<file path="config.mk">
export PLATFORM = sky130hd
export DESIGN_NAME = xbus_strobe_gen
export DESIGN_NICKNAME = d
export VERILOG_FILES = /design/src/rtl/xbus_strobe_pkg.sv /design/src/rtl/xbus_slot_counter.sv /design/src/rtl/xbus_cycle_fsm.sv /design/src/rtl/xbus_strobe_out.sv /design/src/rtl/xbus_strobe_gen.sv
export SDC_FILE = /design/constraint.sdc
export NUM_CORES = 1
export LEC_CHECK = 0
export CELL_PAD_IN_SITES_DETAIL_PLACEMENT = 1
export CELL_PAD_IN_SITES_GLOBAL_PLACEMENT = 1
export CORE_ASPECT_RATIO = 0.8
export CORE_MARGIN = 1
export CORE_UTILIZATION = 36
export DETAILED_ROUTE_END_ITERATION = 12
export GPL_TIMING_DRIVEN = 1
export PLACE_DENSITY = 0.83
export SKIP_CTS_REPAIR_TIMING = 1
export SYNTH_ARGS = -nofsm -noshare
export SYNTH_HDL_FRONTEND = slang
export SYNTH_SLANG_ARGS = --single-unit
export TNS_END_PERCENT = 5
</file>
<file path="constraint.sdc">
create_clock -name clk -period 2 [get_ports clk]
set_clock_uncertainty 0.05 [all_clocks]
set_input_delay 0.3 -clock clk [delete_from_list [all_inputs] [get_ports clk]]
set_output_delay 0.3 -clock clk [all_outputs]
set_load 0.01 [all_outputs]
</file>
<file path="src/rtl/xbus_strobe_pkg.sv">
package xbus_strobe_pkg;

    // Machine-cycle type tracked by the cycle state machine
    typedef enum logic [1:0] {
        CYC_FETCH   = 2'd0,
        CYC_XD_ADDR = 2'd1,
        CYC_XD_XFER = 2'd2
    } cyc_kind_e;

    // Per-cycle state: type plus the status flags latched at the boundary
    typedef struct packed {
        cyc_kind_e kind;
        logic      ext_exec;
        logic      ale_off;
        logic      code_rd;
    } cyc_info_t;

    localparam cyc_info_t CYC_RESET = '{kind: CYC_FETCH, ext_exec: 1'b0,
                                        ale_off: 1'b0, code_rd: 1'b0};

endpackage

</file>
<file path="src/rtl/xbus_slot_counter.sv">
module xbus_slot_counter #(
    parameter int CYCLE_LEN = 12,
    localparam int SW = $clog2(CYCLE_LEN)
) (
    input  logic          clk,
    input  logic          rst_n,
    output logic [SW-1:0] slot_q,
    output logic [SW-1:0] slot_nxt,
    output logic          last_slot
);

    localparam logic [SW-1:0] LAST = SW'(CYCLE_LEN - 1);

    assign last_slot = (slot_q == LAST);

    always_comb begin
        slot_nxt = last_slot ? '0 : slot_q + SW'(1);
    end

    // Reset parks on the last slot so the first edge opens a full cycle
    always_ff @(posedge clk or negedge rst_n) begin
        if (!rst_n) slot_q <= LAST;
        else        slot_q <= slot_nxt;
    end

endmodule

</file>
<file path="src/rtl/xbus_cycle_fsm.sv">
module xbus_cycle_fsm
    import xbus_strobe_pkg::*;
(
    input  logic      clk,
    input  logic      rst_n,
    input  logic      last_slot,
    input  logic      xdata_req,
    input  logic      code_rd,
    input  logic      ext_exec,
    input  logic      ale_off,
    output cyc_info_t cyc_q,
    output cyc_info_t cyc_nxt
);

    // Next-state process: decisions are taken only at the cycle boundary
    always_comb begin
        cyc_nxt = cyc_q;
        if (last_slot) begin
            cyc_nxt.ext_exec = ext_exec;
            cyc_nxt.ale_off  = ale_off;
            cyc_nxt.code_rd  = code_rd;
            unique case (cyc_q.kind)
                CYC_FETCH:   cyc_nxt.kind = xdata_req ? CYC_XD_ADDR : CYC_FETCH;
                CYC_XD_ADDR: cyc_nxt.kind = CYC_XD_XFER;
                CYC_XD_XFER: cyc_nxt.kind = xdata_req ? CYC_XD_ADDR : CYC_FETCH;
                default:     cyc_nxt.kind = CYC_FETCH;
            endcase
        end
    end

    // State register
    always_ff @(posedge clk or negedge rst_n) begin
        if (!rst_n) cyc_q <= CYC_RESET;
        else        cyc_q <= cyc_nxt;
    end

endmodule

</file>
<file path="src/rtl/xbus_strobe_out.sv">
module xbus_strobe_out
    import xbus_strobe_pkg::*;
#(
    parameter int CYCLE_LEN = 12,
    parameter int ALE_W     = 2,
    localparam int SW   = $clog2(CYCLE_LEN),
    localparam int HALF = CYCLE_LEN / 2
) (
    input  logic          clk,
    input  logic          rst_n,
    input  logic [SW-1:0] slot_nxt,
    input  cyc_info_t     cyc_nxt,
    output logic          ale,
    output logic          psen_n
);

    logic          first_half;
    logic [SW-1:0] pos;
    logic          ale_slot;
    logic          psen_slot;
    logic          ale_win;
    logic          psen_win;
    logic          data_instr;
    logic          ale_gate;
    logic          ale_d;
    logic          psen_d;

    // Position within a half cycle; each half carries one strobe pair
    assign first_half = (slot_nxt < SW'(HALF));
    assign pos        = first_half ? slot_nxt : slot_nxt - SW'(HALF);
    assign ale_slot   = (pos < SW'(ALE_W));
    assign psen_slot  = (pos > SW'(ALE_W));

    // Output decode per cycle state, evaluated for the slot about to start
    always_comb begin
        ale_win    = 1'b0;
        psen_win   = 1'b0;
        data_instr = 1'b0;
        unique case (cyc_nxt.kind)
            CYC_FETCH: begin
                ale_win  = ale_slot;
                psen_win = psen_slot;
            end
            CYC_XD_ADDR: begin
                ale_win    = ale_slot;
                psen_win   = psen_slot;
                data_instr = 1'b1;
            end
            CYC_XD_XFER: begin
                ale_win    = ale_slot && !first_half;
                psen_win   = 1'b0;
                data_instr = 1'b1;
            end
            default: begin
                ale_win  = 1'b0;
                psen_win = 1'b0;
            end
        endcase
        ale_gate = cyc_nxt.ext_exec || !cyc_nxt.ale_off || data_instr || cyc_nxt.code_rd;
        ale_d    = ale_gate ? ale_win : 1'b1;
        psen_d   = psen_win && cyc_nxt.ext_exec;
    end

    always_ff @(posedge clk or negedge rst_n) begin
        if (!rst_n) begin
            ale    <= 1'b0;
            psen_n <= 1'b1;
        end else begin
            ale    <= ale_d;
            psen_n <= !psen_d;
        end
    end

endmodule

</file>
<file path="src/rtl/xbus_strobe_gen.sv">
module xbus_strobe_gen
    import xbus_strobe_pkg::*;
#(
    parameter int CYCLE_LEN = 12,
    parameter int ALE_W     = 2,
    localparam int SW = $clog2(CYCLE_LEN)
) (
    input  logic clk,
    input  logic rst_n,
    input  logic xdata_req,
    input  logic code_rd,
    input  logic ext_exec,
    input  logic ale_off,
    output logic ale,
    output logic psen_n,
    output logic mc_sync
);

    logic [SW-1:0] slot_q;
    logic [SW-1:0] slot_nxt;
    logic          last_slot;
    cyc_info_t     cyc_q;
    cyc_info_t     cyc_nxt;

    xbus_slot_counter #(.CYCLE_LEN(CYCLE_LEN)) u_slots (
        .clk       (clk),
        .rst_n     (rst_n),
        .slot_q    (slot_q),
        .slot_nxt  (slot_nxt),
        .last_slot (last_slot)
    );

    xbus_cycle_fsm u_fsm (
        .clk       (clk),
        .rst_n     (rst_n),
        .last_slot (last_slot),
        .xdata_req (xdata_req),
        .code_rd   (code_rd),
        .ext_exec  (ext_exec),
        .ale_off   (ale_off),
        .cyc_q     (cyc_q),
        .cyc_nxt   (cyc_nxt)
    );

    xbus_strobe_out #(.CYCLE_LEN(CYCLE_LEN), .ALE_W(ALE_W)) u_out (
        .clk      (clk),
        .rst_n    (rst_n),
        .slot_nxt (slot_nxt),
        .cyc_nxt  (cyc_nxt),
        .ale      (ale),
        .psen_n   (psen_n)
    );

    assign mc_sync = last_slot;

endmodule

</file>
* Yosys cells after proc, flatten, opt, wreduce, memory -nomap -nowiden
Cells that the tools add are included.
Cells by class: add/subtract/negate cells 2, $mul 0, div/mod/pow operators 0, order comparisons 3, eq/ne operators 5, shift operators 0, multiplexer cells 9, bitwise gates (word level) 0, reductions and logical operators 13
Operator list (number):
- 2-to-1 mux 4 bit | 2
- OR reduction 2 bit | 3
- 2-to-1 mux 5 bit | 1
- adder 4 x 1 -> 4 bit (second input constant) | 1
- == test 2 x 1 -> 1 bit (second input constant) | 2
- == test 2 bit (second input constant) | 2
- == test 4 bit (second input constant) | 1
- greater-than comparator 4 x 2 -> 1 bit (second input constant) | 1
- logical NOT 2 bit | 2
- < comparator 4 x 2 -> 1 bit (second input constant) | 1
- < comparator 4 x 3 -> 1 bit (second input constant) | 1
- 2-to-1 mux 1 bit | 4
- case mux 2 bit (2 select lines) | 1
- subtractor 4 x 3 -> 4 bit (second input constant) | 1
- logical NOT 1 bit | 3
- logical OR 1 bit | 3
- logical AND 1 bit | 2
- case mux 1 bit (2 select lines) | 1
Word-level totals: bits in registers 11, bits in latches 0, RAM bits 0, bits in read-only memories 0, input bits 6, output and inout bits 3, word-level logic and storage cells 39, memories 0

* Depth between registers and ports, before layout
Gate-level depths: netlist of the first run.
word-level depth 10, depth in mapped cells 11, mapped depth without buffers 10

* Modules after synthesis
A second synthesis of the first run with hierarchy kept.
Unflattened totals: cell total of the unflattened synthesis 45, area total of the unflattened synthesis 568.0 um^2
By module, submodules not included:
- xbus_cycle_fsm | times used 1, cells an instance 14, area each 211.5 um^2, sequential area each 125.1 um^2
- xbus_strobe_out | times used 1, cells an instance 17, area each 178.9 um^2, sequential area each 51.3 um^2
- xbus_slot_counter | times used 1, cells an instance 14, area each 177.7 um^2, sequential area each 103.8 um^2

* Worst setup path before layout of the first run
Ideal clock, no wire load.
kind reg2reg, from register u_slots.slot_q[0], to register u_out.ale, setup time 0.080 ns, arrival time 2.017 ns, data required time 1.870 ns, setup slack -0.147 ns, cell stages (with the launch flop) 11, buffers on the path 1, period minus slack after synthesis 2.147 ns, cells stage by stage dfstp_2 -> ha_1 -> buf_6 -> nand3b_4 -> inv_4 -> mux2i_2 -> inv_1 -> ha_1 -> inv_1 -> or2b_1 -> o211ai_2
RTL lines:
- start, declared | RTL line xbus_slot_counter.sv:7 | output logic [SW-1:0] slot_q,
- start signal, assigned | RTL line xbus_slot_counter.sv:23 | else slot_q <= slot_nxt;
- end signal, assigned | RTL line xbus_strobe_out.sv:69 | ale <= ale_d;
- end, declared | RTL line xbus_strobe_out.sv:13 | output logic ale,

==> results of run 1 <==
-- cells in the mapped netlist, types with 2 or more instances --
cell type   n
nand2_1    11
dfrtp_1     7
inv_1       5
dfstp_2     4
nor2_1      4
ha_1        3
nand2b_1    3
a21oi_1     2
buf_6       2
nor4b_1     2
o2111ai_1   2
o211ai_1    2
o211ai_2    2
-- routing by layer --
metal	GRT usage [%]	up-vias	wire length (µm)
met3	7.41	2	62
met1	25.2	278	894
met2	38.3	9	900
li1	-	273	-
met4	5.56	0	14
met5	0	-	0
-- worst reg2reg max path, cell delays in order, from the launching register on --
cell and delay, ns:
dfstp_2 0.58, ha_4 0.16, nand3b_4 0.11, clkinv_4 0.08, mux2i_4 0.22, inv_2 0.08
ha_4 0.16, inv_2 0.05, o2111a_1 0.18, o2111ai_2 0.10, o211ai_2 0.09
-- worst min-delay path by stage --
stage                     cells past startpoint  slack, ns             end           start
after floorplan                               0      -0.05  u_fsm.cyc_q[0]           rst_n
after global placement                        2       0.41  u_fsm.cyc_q[1]  u_fsm.cyc_q[1]
after detailed placement                      2       0.43  u_fsm.cyc_q[1]  u_fsm.cyc_q[1]
after CTS                                     1       0.33  u_fsm.cyc_q[3]           rst_n
after global routing                          1       0.35  u_fsm.cyc_q[3]           rst_n
final                                         1       0.32  u_fsm.cyc_q[3]           rst_n
-- cells by family (layout without fill, tap and decap cells) --
| logic type | count (synthesis) | after routing | synth area share, % |
|---|---|---|---|
| buffers and inverters | 9 | 25 | 8.02 |
| flip-flops | 11 | 11 | 40.8 |
| AND/OR/NAND/NOR | 30 | 30 | 26.6 |
| AO/OA/AOI/OAI | 14 | 14 | 17.1 |
| multiplexers | 1 | 1 | 2.00 |
| adder cells (fa/ha/maj) | 3 | 3 | 5.47 |
-- stage by stage --
| step | util (%) | power [mW] |
|---|---|---|
| 3_5_place_dp | 50.0 | 0.277 |
| 3_3_place_gp | 50.0 | 0.275 |
| 4_1_cts | 51.5 | 0.446 |
| 2_1_floorplan | - | 0.253 |
| 6_report | 52.0 | 0.440 |
| 5_1_grt | 52.0 | 0.454 |
-- cells in the final DEF (no fill, tap or decap), types with 2 or more instances in the layout --
master | synthesis | layout
o211ai_2 | 2 | 2
inv_1 | 5 | 3
nor4b_1 | 2 | 2
a21oi_1 | 2 | 2
dfrtp_1 | 7 | 7
o211ai_1 | 2 | 2
dfstp_2 | 4 | 4
nand2_1 | 11 | 11
nor2_1 | 4 | 4
clkbuf_4 | 0 | 3
nand2b_1 | 3 | 3
clkdlybuf4s50_1 | 0 | 7
buf_4 | 1 | 7
ha_4 | 0 | 2
inv_2 | 0 | 2
-- registers in the layout, summed over array words and instances (netlist names) --
signal          flops
u_slots.slot_q      4
u_fsm.cyc_q         5
u_out.ale           1
u_out.psen_n        1
-- where the power goes --
group / switching [mW] / total [mW] / internal [mW]
clock network: 0.0896 / 0.167 / 0.0775
logic: 0.0195 / 0.0399 / 0.0204
registers: 0.00417 / 0.233 / 0.229
-- area by class of cell --
| type | count | area (µm²) | area share [%] |
|---|---|---|---|
| inverters | 6 | 27.5 | 3.10 |
| flip-flops and latches | 11 | 280 | 31.5 |
| multi-input cells | 48 | 392 | 44.1 |
| clock buffers | 4 | 26.3 | 2.96 |
| well taps | 22 | 27.5 | 3.10 |
| repair buffers | 15 | 135 | 15.2 |
==> flow_summary.toml, run 1 <==
[worst_setup_path]
regToRegStartpoint = "u_slots.slot_q[1]"
cp.depth = 10
max_stage_delay_ns = 0.58
cp.required_ns = 2.16
worstPathMaxFanout = 4
crit_path_end_kind = "register"
critical_path_arrival_ns = 2.10
setup.worst_path.start = "u_slots.slot_q[1]"
critPathLaunchType = "register"
crit_family = "flip-flops"
slowest_stage = "dfstp_2"
worst-setup-path-type = "register to register"
cp_cell_sequence = "ha_4, nand3b_4, clkinv_4, mux2i_4, inv_2, ha_4, inv_2, o2111a_1, o2111ai_2, o211ai_2"
crit_end = "u_out.ale"
r2r_slack_ns = 0.06
path_buf_inv = 3
rr_worst_depth = 10
timing.rr.end = "u_out.ale"

[drt]
drcViolationCount = 0
num_vias = 562
antenna_left = 0
avgRoutedWirePerCell_um = 17.7
viasPerCell = 5.30
drt_iter0_drc = 9
drt-total-wl_mm = 1.87
first_pass_iters = 4

[clocking]
cts_root_buf = "clkbuf_4"
clock_sinks = 11
cts_tree = "built"
ctsLongestPathBuffers = 2
clk_latency_ns = 0.28
cts_buffers = 3
path_clk_slew_ns = 0.08
ctsHtreeMaxLevel = 1

[placed_design]
place_ws_ns = 0.0504
place_inst = 102
place.gp.congestion = 0.778
hpwl_mm = 1.43
place_area_um2 = 853
portBuffers = 8

[global_routing]
grt_use_total_pct = 21.4
gr-total-overflow = 0
grt_pass1_vias = 620
grt_pass1_wl_mm = 3.00
grt_max_degree = 12
grt_antenna_before_repair = 0

[timing]
hold_viol_final = 0
maxSlewHeadroom_pct = 62.9
setup_viol = 0
hold-worst-slack_ns = 0.320
post-route-min-period_ns = 1.94
tightestPinTransition_ns = 0.555
fin_crit_sh_pct = 96.8
setup_tns_ns = 0
drv_slew = 0
rsz0062_at_grt = "true"
post-route-worst-setup-slack_ns = 0.0643
max_freq_mhz = 517

[floorplan]
dieArea_um2 = 2090
rows = 13
die_y_um = 41.1
start_util_pct = 40.2
dieWidth_um = 50.8
pin_count = 9
coreArea_um2 = 1710

[synth]
synth_flop_cell = "dfrtp_1"
ys_ff_latch = 11
netlist_area_um2 = 687
synth_nets = 77
synth_top_area_share_pct = 25.5
synth-seq-area-share_pct = 40.8
synth_async_sr_flop_share_pct = 100
yosysTopAreaCell = "dfrtp_1"
synthTopCellsByArea = "dfrtp_1, dfstp_2, nand2_1"
syn_area_per_cell_um2 = 10.1
yosysUniqueCellTypes = 32
netlist_instances = 68
synth_warnings = 0
synth_edf_count = 0

[cells_and_area]
final_layout_size_suffix_gt1_share_pct = 32.1
antenna_cells = 0
nets = 94
fin_area_um2 = 888
stdcell_count = 106
syn_to_final_growth_pct = 29.3
fill_cells = 196

[flow_run]
cap_violations = 0

[power_and_ir_drop]
power.leakage_nw = 0.424
irDropWorstVdd_mv = 0.221
powerDensity_nw_per_um2 = 495

[min_path]
hold_path_class = "primary input to asynchronous set/reset pin"

[run_status]
status = "finished clean"
Note: power is estimated with default switching activity, not from simulation.
==> run 2: changes to the inputs <==
Settings changed: CTS_CLUSTER_SIZE set to 30.
==> results of run 2 <==
Same layout as run 1: the final DEF is identical, and so are final timing and power.
